<file path="src/rtl/cyc_irq_pkg.sv">
package cyc_irq_pkg;

  localparam int CNT_W = 16;

  typedef enum logic [2:0] {
    MODE_UP_LEVEL   = 3'd0,
    MODE_UP_WRAP0   = 3'd1,
    MODE_UP_ONESHOT = 3'd2,
    MODE_UP_WINDOW  = 3'd3,
    MODE_DN_STOP    = 3'd4,
    MODE_DN_ONESHOT = 3'd5,
    MODE_DN_FREE    = 3'd6,
    MODE_IDLE       = 3'd7
  } irq_mode_e;

  typedef enum logic [2:0] {
    CMD_SET_CNT    = 3'd0,
    CMD_SET_RELOAD = 3'd1,
    CMD_SET_EN     = 3'd2,
    CMD_SET_PEND   = 3'd3,
    CMD_LOAD       = 3'd4,
    CMD_ACK        = 3'd5
  } irq_cmd_e;

endpackage

</file>
<file path="src/rtl/cyc_irq_step.sv">
// Next-state logic for one tick in the selected counting behaviour.
module cyc_irq_step
  import cyc_irq_pkg::*;
#(
  parameter int W = CNT_W
) (
  input  logic         tick,
  input  logic [2:0]   mode,
  input  logic [W-1:0] cnt,
  input  logic         en,
  input  logic         pend,
  input  logic [W-1:0] thresh,
  input  logic [W-1:0] mask,
  input  logic [W-1:0] fire_cnt,
  input  logic [W-1:0] ack_cnt,
  output logic [W-1:0] cnt_nx,
  output logic         en_nx,
  output logic         pend_nx
);

  logic [W-1:0] inc_v;
  logic [W-1:0] dec_v;
  logic [W-1:0] inc_masked;
  logic         cnt_zero;
  irq_mode_e    mode_e;

  assign inc_v      = cnt + W'(1);
  assign dec_v      = cnt - W'(1);
  assign inc_masked = inc_v & mask;
  assign cnt_zero   = (cnt == '0);
  assign mode_e     = irq_mode_e'(mode);

  always_comb begin
    cnt_nx  = cnt;
    en_nx   = en;
    pend_nx = pend;
    if (tick) begin
      case (mode_e)
        MODE_UP_LEVEL: begin
          if (en) begin
            cnt_nx  = inc_masked;
            pend_nx = (inc_masked >= thresh);
          end
        end
        MODE_UP_WRAP0: begin
          if (en) begin
            if (inc_v >= thresh) begin
              cnt_nx  = '0;
              pend_nx = 1'b1;
            end else begin
              cnt_nx = inc_v;
            end
          end
        end
        MODE_UP_ONESHOT: begin
          if (en) begin
            cnt_nx = inc_v;
            if (inc_v == thresh) begin
              pend_nx = 1'b1;
              en_nx   = 1'b0;
            end
          end
        end
        MODE_UP_WINDOW: begin
          if (en) begin
            cnt_nx = inc_v;
            if (inc_v == fire_cnt) pend_nx = 1'b1;
            else if (inc_v == ack_cnt) pend_nx = 1'b0;
          end
        end
        MODE_DN_STOP: begin
          if (en && !cnt_zero) begin
            cnt_nx = dec_v;
            if (dec_v == '0) pend_nx = 1'b1;
          end
        end
        MODE_DN_ONESHOT: begin
          if (en) begin
            if (cnt_zero) begin
              pend_nx = 1'b1;
              en_nx   = 1'b0;
            end else begin
              cnt_nx = dec_v;
            end
          end
        end
        MODE_DN_FREE: begin
          cnt_nx = dec_v;
          if (cnt_zero && en) pend_nx = 1'b1;
        end
        default: ;
      endcase
    end
  end

endmodule

</file>
<file path="src/rtl/cyc_irq_cmd.sv">
// Applies a register-write command on top of the tick result; writes win.
module cyc_irq_cmd
  import cyc_irq_pkg::*;
#(
  parameter int W = CNT_W
) (
  input  logic         wr_en,
  input  logic [2:0]   wr_sel,
  input  logic [W-1:0] wr_data,
  input  logic [W-1:0] cnt,
  input  logic [W-1:0] reload,
  input  logic         en,
  input  logic         pend,
  input  logic [W-1:0] step_cnt,
  input  logic         step_en,
  input  logic         step_pend,
  output logic [W-1:0] cnt_nx,
  output logic [W-1:0] reload_nx,
  output logic         en_nx,
  output logic         pend_nx
);

  irq_cmd_e sel_e;
  assign sel_e = irq_cmd_e'(wr_sel);

  always_comb begin
    cnt_nx    = step_cnt;
    reload_nx = reload;
    en_nx     = step_en;
    pend_nx   = step_pend;
    if (wr_en) begin
      cnt_nx  = cnt;
      en_nx   = en;
      pend_nx = pend;
      case (sel_e)
        CMD_SET_CNT:    cnt_nx    = wr_data;
        CMD_SET_RELOAD: reload_nx = wr_data;
        CMD_SET_EN:     en_nx     = wr_data[0];
        CMD_SET_PEND:   pend_nx   = wr_data[0];
        CMD_LOAD:       cnt_nx    = reload;
        CMD_ACK:        pend_nx   = 1'b0;
        default: ;
      endcase
    end
  end

endmodule

</file>
<file path="src/rtl/cyc_irq_timer.sv">
module cyc_irq_timer
  import cyc_irq_pkg::*;
#(
  parameter int W = CNT_W
) (
  input  logic         clk,
  input  logic         rst_n,
  input  logic         tick_i,
  input  logic         wr_en_i,
  input  logic [2:0]   wr_sel_i,
  input  logic [W-1:0] wr_data_i,
  input  logic [2:0]   mode_i,
  input  logic [W-1:0] thresh_i,
  input  logic [W-1:0] mask_i,
  input  logic [W-1:0] fire_cnt_i,
  input  logic [W-1:0] ack_cnt_i,
  output logic         irq_o,
  output logic [W-1:0] count_o,
  output logic         enable_o
);

  logic [W-1:0] cnt_q, reload_q;
  logic         en_q, pend_q;
  logic [W-1:0] s_cnt, n_cnt, n_reload;
  logic         s_en, s_pend, n_en, n_pend;

  cyc_irq_step #(.W(W)) u_step (
    .tick     (tick_i),
    .mode     (mode_i),
    .cnt      (cnt_q),
    .en       (en_q),
    .pend     (pend_q),
    .thresh   (thresh_i),
    .mask     (mask_i),
    .fire_cnt (fire_cnt_i),
    .ack_cnt  (ack_cnt_i),
    .cnt_nx   (s_cnt),
    .en_nx    (s_en),
    .pend_nx  (s_pend)
  );

  cyc_irq_cmd #(.W(W)) u_cmd (
    .wr_en     (wr_en_i),
    .wr_sel    (wr_sel_i),
    .wr_data   (wr_data_i),
    .cnt       (cnt_q),
    .reload    (reload_q),
    .en        (en_q),
    .pend      (pend_q),
    .step_cnt  (s_cnt),
    .step_en   (s_en),
    .step_pend (s_pend),
    .cnt_nx    (n_cnt),
    .reload_nx (n_reload),
    .en_nx     (n_en),
    .pend_nx   (n_pend)
  );

  always_ff @(posedge clk or negedge rst_n) begin
    if (!rst_n) begin
      cnt_q    <= '0;
      reload_q <= '0;
      en_q     <= 1'b0;
      pend_q   <= 1'b0;
    end else begin
      cnt_q    <= n_cnt;
      reload_q <= n_reload;
      en_q     <= n_en;
      pend_q   <= n_pend;
    end
  end

  assign irq_o    = pend_q;
  assign count_o  = cnt_q;
  assign enable_o = en_q;

endmodule

</file>
<file path="config.mk">
export PLATFORM = sky130hd
export DESIGN_NAME = cyc_irq_timer
export DESIGN_NICKNAME = d
export VERILOG_FILES = /design/src/rtl/cyc_irq_pkg.sv /design/src/rtl/cyc_irq_step.sv /design/src/rtl/cyc_irq_cmd.sv /design/src/rtl/cyc_irq_timer.sv
export SDC_FILE = /design/constraint.sdc
export NUM_CORES = 1
export LEC_CHECK = 0
export ABC_AREA = 1
export BUFFER_PORTS_ARGS = -buffer_cell sky130_fd_sc_hd__buf_2
export CAP_MARGIN = 20
export CORE_UTILIZATION = 40
export DETAILED_ROUTE_END_ITERATION = 10
export PLACE_DENSITY = 0.67
export SLEW_MARGIN = 10
export SYNTH_ARGS = -nofsm -noshare
export SYNTH_HDL_FRONTEND = slang
export SYNTH_SLANG_ARGS = --single-unit
</file>
<file path="constraint.sdc">
create_clock -name clk -period 4.1 [get_ports clk]
set_input_delay 0.41 -clock clk [delete_from_list [all_inputs] [get_ports clk]]
set_output_delay 0.41 -clock clk [all_outputs]
set_load 0.005 [all_outputs]
</file>
After elaboration in Yosys (flattened, before gate mapping)
Index checks and enable logic that the tools add are counted.
{ "totals": {"reg_bits": 34, "latchBits": 0, "mem_bits_rw": 0, "romBits": 0, "inputBits": 90, "mem_count": 0} }
{ "op_classes": {"addsub": 2, "mul": 0, "div_mod_pow": 0, "order_cmp": 2, "n_eq_ne": 31, "shifts": 0, "muxes": 36, "n_bitwise": 1, "reduce_logical": 16} }
{ "op_table": {"columns": ["cell", "count"], "rows": [
  ["2-to-1 mux 16 bit", 9],
  ["one-hot mux 16 bit (6 select lines)", 1],
  ["equality test 16 bit", 3],
  [">= comparator 16 bit", 2],
  ["logical NOT 16 bit", 2],
  ["one-hot mux 16 bit (2 select lines)", 1],
  ["2-to-1 mux 1 bit", 22],
  ["inequality test 3 x 2 -> 1 bit, second input constant", 6],
  ["inequality test 3 bit, second input constant", 6],
  ["adder 16 x 1 -> 16 bit, second input constant", 1],
  ["bitwise AND 16 bit", 1],
  ["subtractor 16 x 1 -> 16 bit, second input constant", 1],
  ["equality test 3 bit, second input constant", 5],
  ["AND reduction 15 bit", 1],
  ["equality test 3 x 2 -> 1 bit, second input constant", 4],
  ["inequality test 3 x 1 -> 1 bit, second input constant", 3],
  ["AND reduction 9 bit", 1],
  ["nonzero test 8 bit", 1],
  ["one-hot mux 1 bit (7 select lines)", 1],
  ["nonzero test 7 bit", 1],
  ["equality test 3 x 1 -> 1 bit, second input constant", 2],
  ["logical NOT 3 bit", 2],
  ["inequality test 4 x 2 -> 1 bit, second input constant", 1],
  ["one-hot mux 1 bit (2 select lines)", 2],
  ["8 further kinds", 9]
]} }

Depth between registers and ports, before layout
{ "depth": {"depth_word": 8, "mapped_depth": 23, "depth_no_buf": 22} }

Hierarchy
A second synthesis with hierarchy kept.
{ "unflattened": {"hier_cells": 987, "area_unflattened_um2": 5454.0} }
{ "modules_own_cells": {"columns": ["mod", "instances", "cells_per_inst", "area_each_um2"], "rows": [
  ["cyc_irq_step", 1, 741, 3699.8],
  ["cyc_irq_cmd", 1, 212, 903.4],
  ["cyc_irq_timer", 1, 34, 850.8]
]} }

Worst setup path after synthesis
No wires, ideal clock.
{ "synth_path": {"path_type": "register to register", "startpoint": "register cnt_q[0] (netlist: count_o[0])", "endpoint": "register cnt_q[6] (netlist: count_o[6])", "arrival_ns": 2.762, "path_slack_ns": 1.217, "stages_incl_launch_ff": 21, "n_path_buf": 1, "cell_sequence": "dfrtp_1 -> ha_1 -> nand2_1 -> nor2_4 -> nand2_1 -> nand2_1 -> nand2_1 -> ha_1 -> nand2_1 -> inv_1 -> nand3_1 -> or2_2 -> nor2_1 -> inv_1 -> nand4_1 -> nand2_1 -> buf_2 -> nand2_1 -> nand3_1 -> nand2_1 -> a21oi_1"} }
{ "synth_between": {"elab_chain_len": 7, "word_cells_on_any_way": 20} }
{ "synth_rtl": {"columns": ["item", "line", "source"], "rows": [
  ["from (decl)", "cyc_irq_timer.sv:22", "logic [W-1:0] cnt_q, reload_q;"],
  ["from (signal assigned)", "cyc_irq_timer.sv:66", "cnt_q <= n_cnt;"],
  ["adder 16 x 1 -> 16 bit", "cyc_irq_step.sv:27", "assign inc_v = cnt + W'(1);"],
  [">= comparator 16 bit", "cyc_irq_step.sv:47", "if (inc_v >= thresh) begin"],
  ["2-to-1 mux 16 bit", "cyc_irq_step.sv:47", null],
  ["2-to-1 mux 16 bit", "cyc_irq_step.sv:46", "if (en) begin"],
  ["one-hot mux 16 bit (6 select lines)", "cyc_irq_step.sv:38", "case (mode_e)"],
  ["2-to-1 mux 16 bit", "cyc_irq_step.sv:37", "if (tick) begin"],
  ["2-to-1 mux 16 bit", "cyc_irq_cmd.sv:31", "if (wr_en) begin"]
]} }
Parallel ways exist; a longest one is shown, timed or not. The select of a mux whose other input is x is not followed.
A chain may end at the register's enable or synchronous reset.

Worst setup path in the final report
{ "layout_path": {"startpoint": "register cnt_q[0] (netlist: count_o[0])", "endpoint": "register cnt_q[14] (netlist: count_o[14])"} }
Same word-level chain as after synthesis.

==> impl_metrics.py <==
metrics = {
    "outcome": {
        "status": "finished, violations left",
        "violations": "DRC",
    },
    "power": {
        "power_density_mw_per_mm2": 387,
        "p_leak_nw": 3.20,
        "finalPower_mw": 2.18,
        "vdd_drop_max_uv": 189,
    },
    "sta": {
        "fin_tns_setup_ns": 0,
        "hold_slack_ns": 0.230,
        "skew_ns": 0.00769,
        "timing.fmax_mhz": 265,
        "min_period_ns": 3.78,
        "maxSlewHeadroom": 0.355,
        "finalHoldViolCount": 0,
        "fin_crit_sh": 0.921,
        "slew_viol_final": 0,
        "setup_viol": 0,
        "finalWorstSetupSlack_ns": 0.322,
        "rsz0062_at_grt": "no",
        "worstMarginPinSlew_ns": 0.965,
    },
    "route": {
        "viasPerCell": 5.27,
        "drt_wl_total_mm": 16.1,
        "drtAntennaViolNets": 0,
        "post-route-drc-count": 9,
        "wl_per_cell_um": 15.0,
        "dr.pass1.iters": 8,
        "num_vias": 5675,
        "dr.first_iter.drc_count": 451,
    },
    "floorplan": {
        "die_w_um": 112,
        "ios": 108,
        "die_area_mm2": 0.0126,
        "fp-row-count": 39,
        "chipHeight_um": 112,
        "start_util": 0.419,
        "coreArea_mm2": 0.0116,
    },
    "critical_path": {
        "crit_type": "reg2reg",
        "critical-path-top-delay-family": "simple AND/OR/NAND/NOR gates",
        "crit_path_end_kind": "flip-flop",
        "critPathLaunchType": "flip-flop",
        "critPathArrivalTime_ns": 3.94,
        "worstPathRequired_ns": 4.27,
        "cpMaxStageDelayCell": "dfrtp_1",
        "crit_chain": "ha_1 -> nand2_1 -> nor2_4 -> nand4_1 -> nand2_1 -> inv_1 -> ha_1 -> nand2_1 -> nor3_1 -> nand4_1 -> nor2_1 -> inv_1 -> nand4_1 -> nand2_2 -> nand2_1 -> nand3_1 -> nand2_1 -> a21oi_1",
        "path_buf_inv": 2,
        "worst_path_most_repeated_cell": "nand2_1",
        "slowest_delay_ns": 0.61,
        "cp_max_fo": 13,
    },
    "cts": {
        "clock-sinks": 34,
        "ctsLongestPathBuffers": 2,
        "cts_setup_buffers": 0,
        "insertion_delay_ns": 0.28,
        "cts_max_level": 2,
        "numCtsBuffers": 5,
        "cts_root_buf": "clkbuf_16",
        "cts_tree": "done",
        "clk_pin_slew_ns": 0.06,
    },
    "logic_synthesis": {
        "yosysTopAreaCell": "nand2_1",
        "syn_area_per_cell_um2": 5.82,
        "synth-edff-count": 0,
        "syn-num-nets": 962,
        "synth_cells": 836,
        "synth_async_sr_flop_share": 1.00,
        "synth_area_leaders": "nand2_1 (18%), dfrtp_1 (17%), inv_1 (9.3%)",
        "synth_flop_cell": "dfrtp_1",
        "syn_area_mm2": 0.00486,
        "synth_warnings": 0,
        "seq_area_frac_synth": 0.175,
        "synth_top_area_share": 0.183,
        "synth_seq_cells": 34,
        "synth_cell_types": 37,
    },
    "grt": {
        "antenna_found_initial": 0,
        "grt_pass1_wl_mm": 26.2,
        "grt_overflow": 0,
        "grt_pass1_vias": 5341,
        "grt_max_degree": 40,
        "grt_usage": 0.263,
    },
    "placed_design": {
        "dpl.hpwl_mm": 13.1,
        "place_ws_ns": 0.258,
        "gp_congestion": 0.923,
        "io_buffers": 107,
    },
    "layout": {
        "area_delta_synth_final_pct": 15.9,
        "drive_gt1_frac": 0.180,
        "antenna_cells": 0,
        "fin_util": 0.485,
        "nNetsFinal": 1059,
        "num-fill-cells": 1275,
    },
    "min_path": {
        "hold_path_class": "in2async",
    },
    "flow_run": {
        "cap_violations": 0,
    },
}
==> where the power goes <==
part	internal, mW	switching, mW
logic	0.444	0.831
registers	0.414	0.128
clock network	0.219	0.146
total	1.08	1.10
==> state kept, by name, summed over array words and instances, names as in the netlist <==
signal and flops:
count_o 16, reload_q 16, enable_o 1, irq_o 1
==> final cells by class <==
cell class | instances | area, um^2 | share of cell area
sequential | 34 | 851 | 0.151
clock inverter | 2 | 10.0 | 0.00178
clock buffer | 5 | 125 | 0.0222
timing repair buffer | 114 | 588 | 0.104
tap | 143 | 179 | 0.0318
multi-input combinational | 652 | 3410 | 0.605
inverter | 126 | 473 | 0.0839
==> layer usage <==
layer	wire, um	global-route usage	share of wire	up-vias
met2	7110	0.427	0.44	223
met5	0	0	0	-
met3	1120	0.0378	0.069	41
li1	-	-	-	2894
met1	7250	0.350	0.45	2517
met4	643	0.114	0.040	0
==> final timing paths <==
path / to / slack (ns) / startpoint / cells after the start
min in group clk: enable_o / 0.41 / wr_data_i[0] / 3
max: count_o[14] / 0.32 / count_o[0] / 18
max in group asynchronous: count_o[0] / 3.36 / rst_n / 1
min reg2reg: reload_q[2] / 0.48 / reload_q[2] / 2
min: reload_q[4] / 0.23 / rst_n / 1
max reg2reg: count_o[14] / 0.32 / count_o[0] / 18
==> Yosys cell counts (2+ instances only) <==
| library cell | count |
|---|---|
| buf_6 | 3 |
| o21ai_1 | 2 |
| o22ai_1 | 2 |
| nor3_1 | 9 |
| nand3_1 | 75 |
| clkbuf_1 | 13 |
| dfrtp_1 | 34 |
| or2_2 | 9 |
| inv_1 | 121 |
| o21ai_2 | 2 |
| o21ai_0 | 44 |
| nand4_1 | 20 |
| inv_2 | 5 |
| buf_4 | 4 |
| xor2_1 | 15 |
| nand3b_1 | 7 |
| nor4_1 | 2 |
| nor2_8 | 2 |
| a21oi_1 | 66 |
| a31oi_1 | 3 |
| nand2_1 | 237 |
| nor2_4 | 4 |
| nor2_2 | 9 |
| nand2_2 | 11 |
| buf_2 | 4 |
| nor2_1 | 80 |
| xnor2_1 | 2 |
| a22oi_1 | 7 |
| ha_1 | 36 |
==> placed cells by master, fill, tap and decap left out, types with 7 or more instances in the layout <==
cell type / count
buf_2: 107
nand3b_1: 7
nor2_2: 9
o21ai_0: 44
buf_4: 7
nor3_1: 9
nand2_1: 236
a21oi_1: 66
nand4_1: 20
nor2_1: 80
dfrtp_1: 34
ha_1: 36
a22oi_1: 7
or2_2: 9
nand2_2: 12
inv_1: 121
nand3_1: 75
xor2_1: 15
==> worst reg2reg max path, stage by stage (launching register included) <==
cell	delay (ns)
dfrtp_1	0.61
ha_1	0.26
nand2_1	0.13
nor2_4	0.25
nand4_1	0.19
nand2_1	0.15
inv_1	0.12
ha_1	0.29
nand2_1	0.06
nor3_1	0.20
nand4_1	0.25
nor2_1	0.29
inv_1	0.12
nand4_1	0.19
nand2_2	0.23
nand2_1	0.14
nand3_1	0.07
nand2_1	0.08
a21oi_1	0.06
==> what timing repair did <==
| action | in CTS | in global routing |
|---|---|---|
| endpoints found under the setup margin | 0 | 13 |
| gates resized for setup | 0 | 1 |
| endpoints found under the hold margin | 0 | 0 |
| hold buffers | 0 | 0 |
==> per-stage QoR <==
stage	instances	area, um^2
floorplan	836	4860
global placement	1069	5500
detailed placement	1069	5500
CTS	1076	5630
global route	1076	5630
finish	1076	5630
==> cell families after synthesis <==
kind of cell             synth area share
AO/OA/AOI/OAI                       0.141
flip-flops                          0.175
AND/OR/NAND/NOR                     0.436
XOR/XNOR                           0.0306
adder cells (fa/ha/maj)            0.0926
buffers and inverters               0.125
Note: power is estimated with default switching activity, not from simulation.
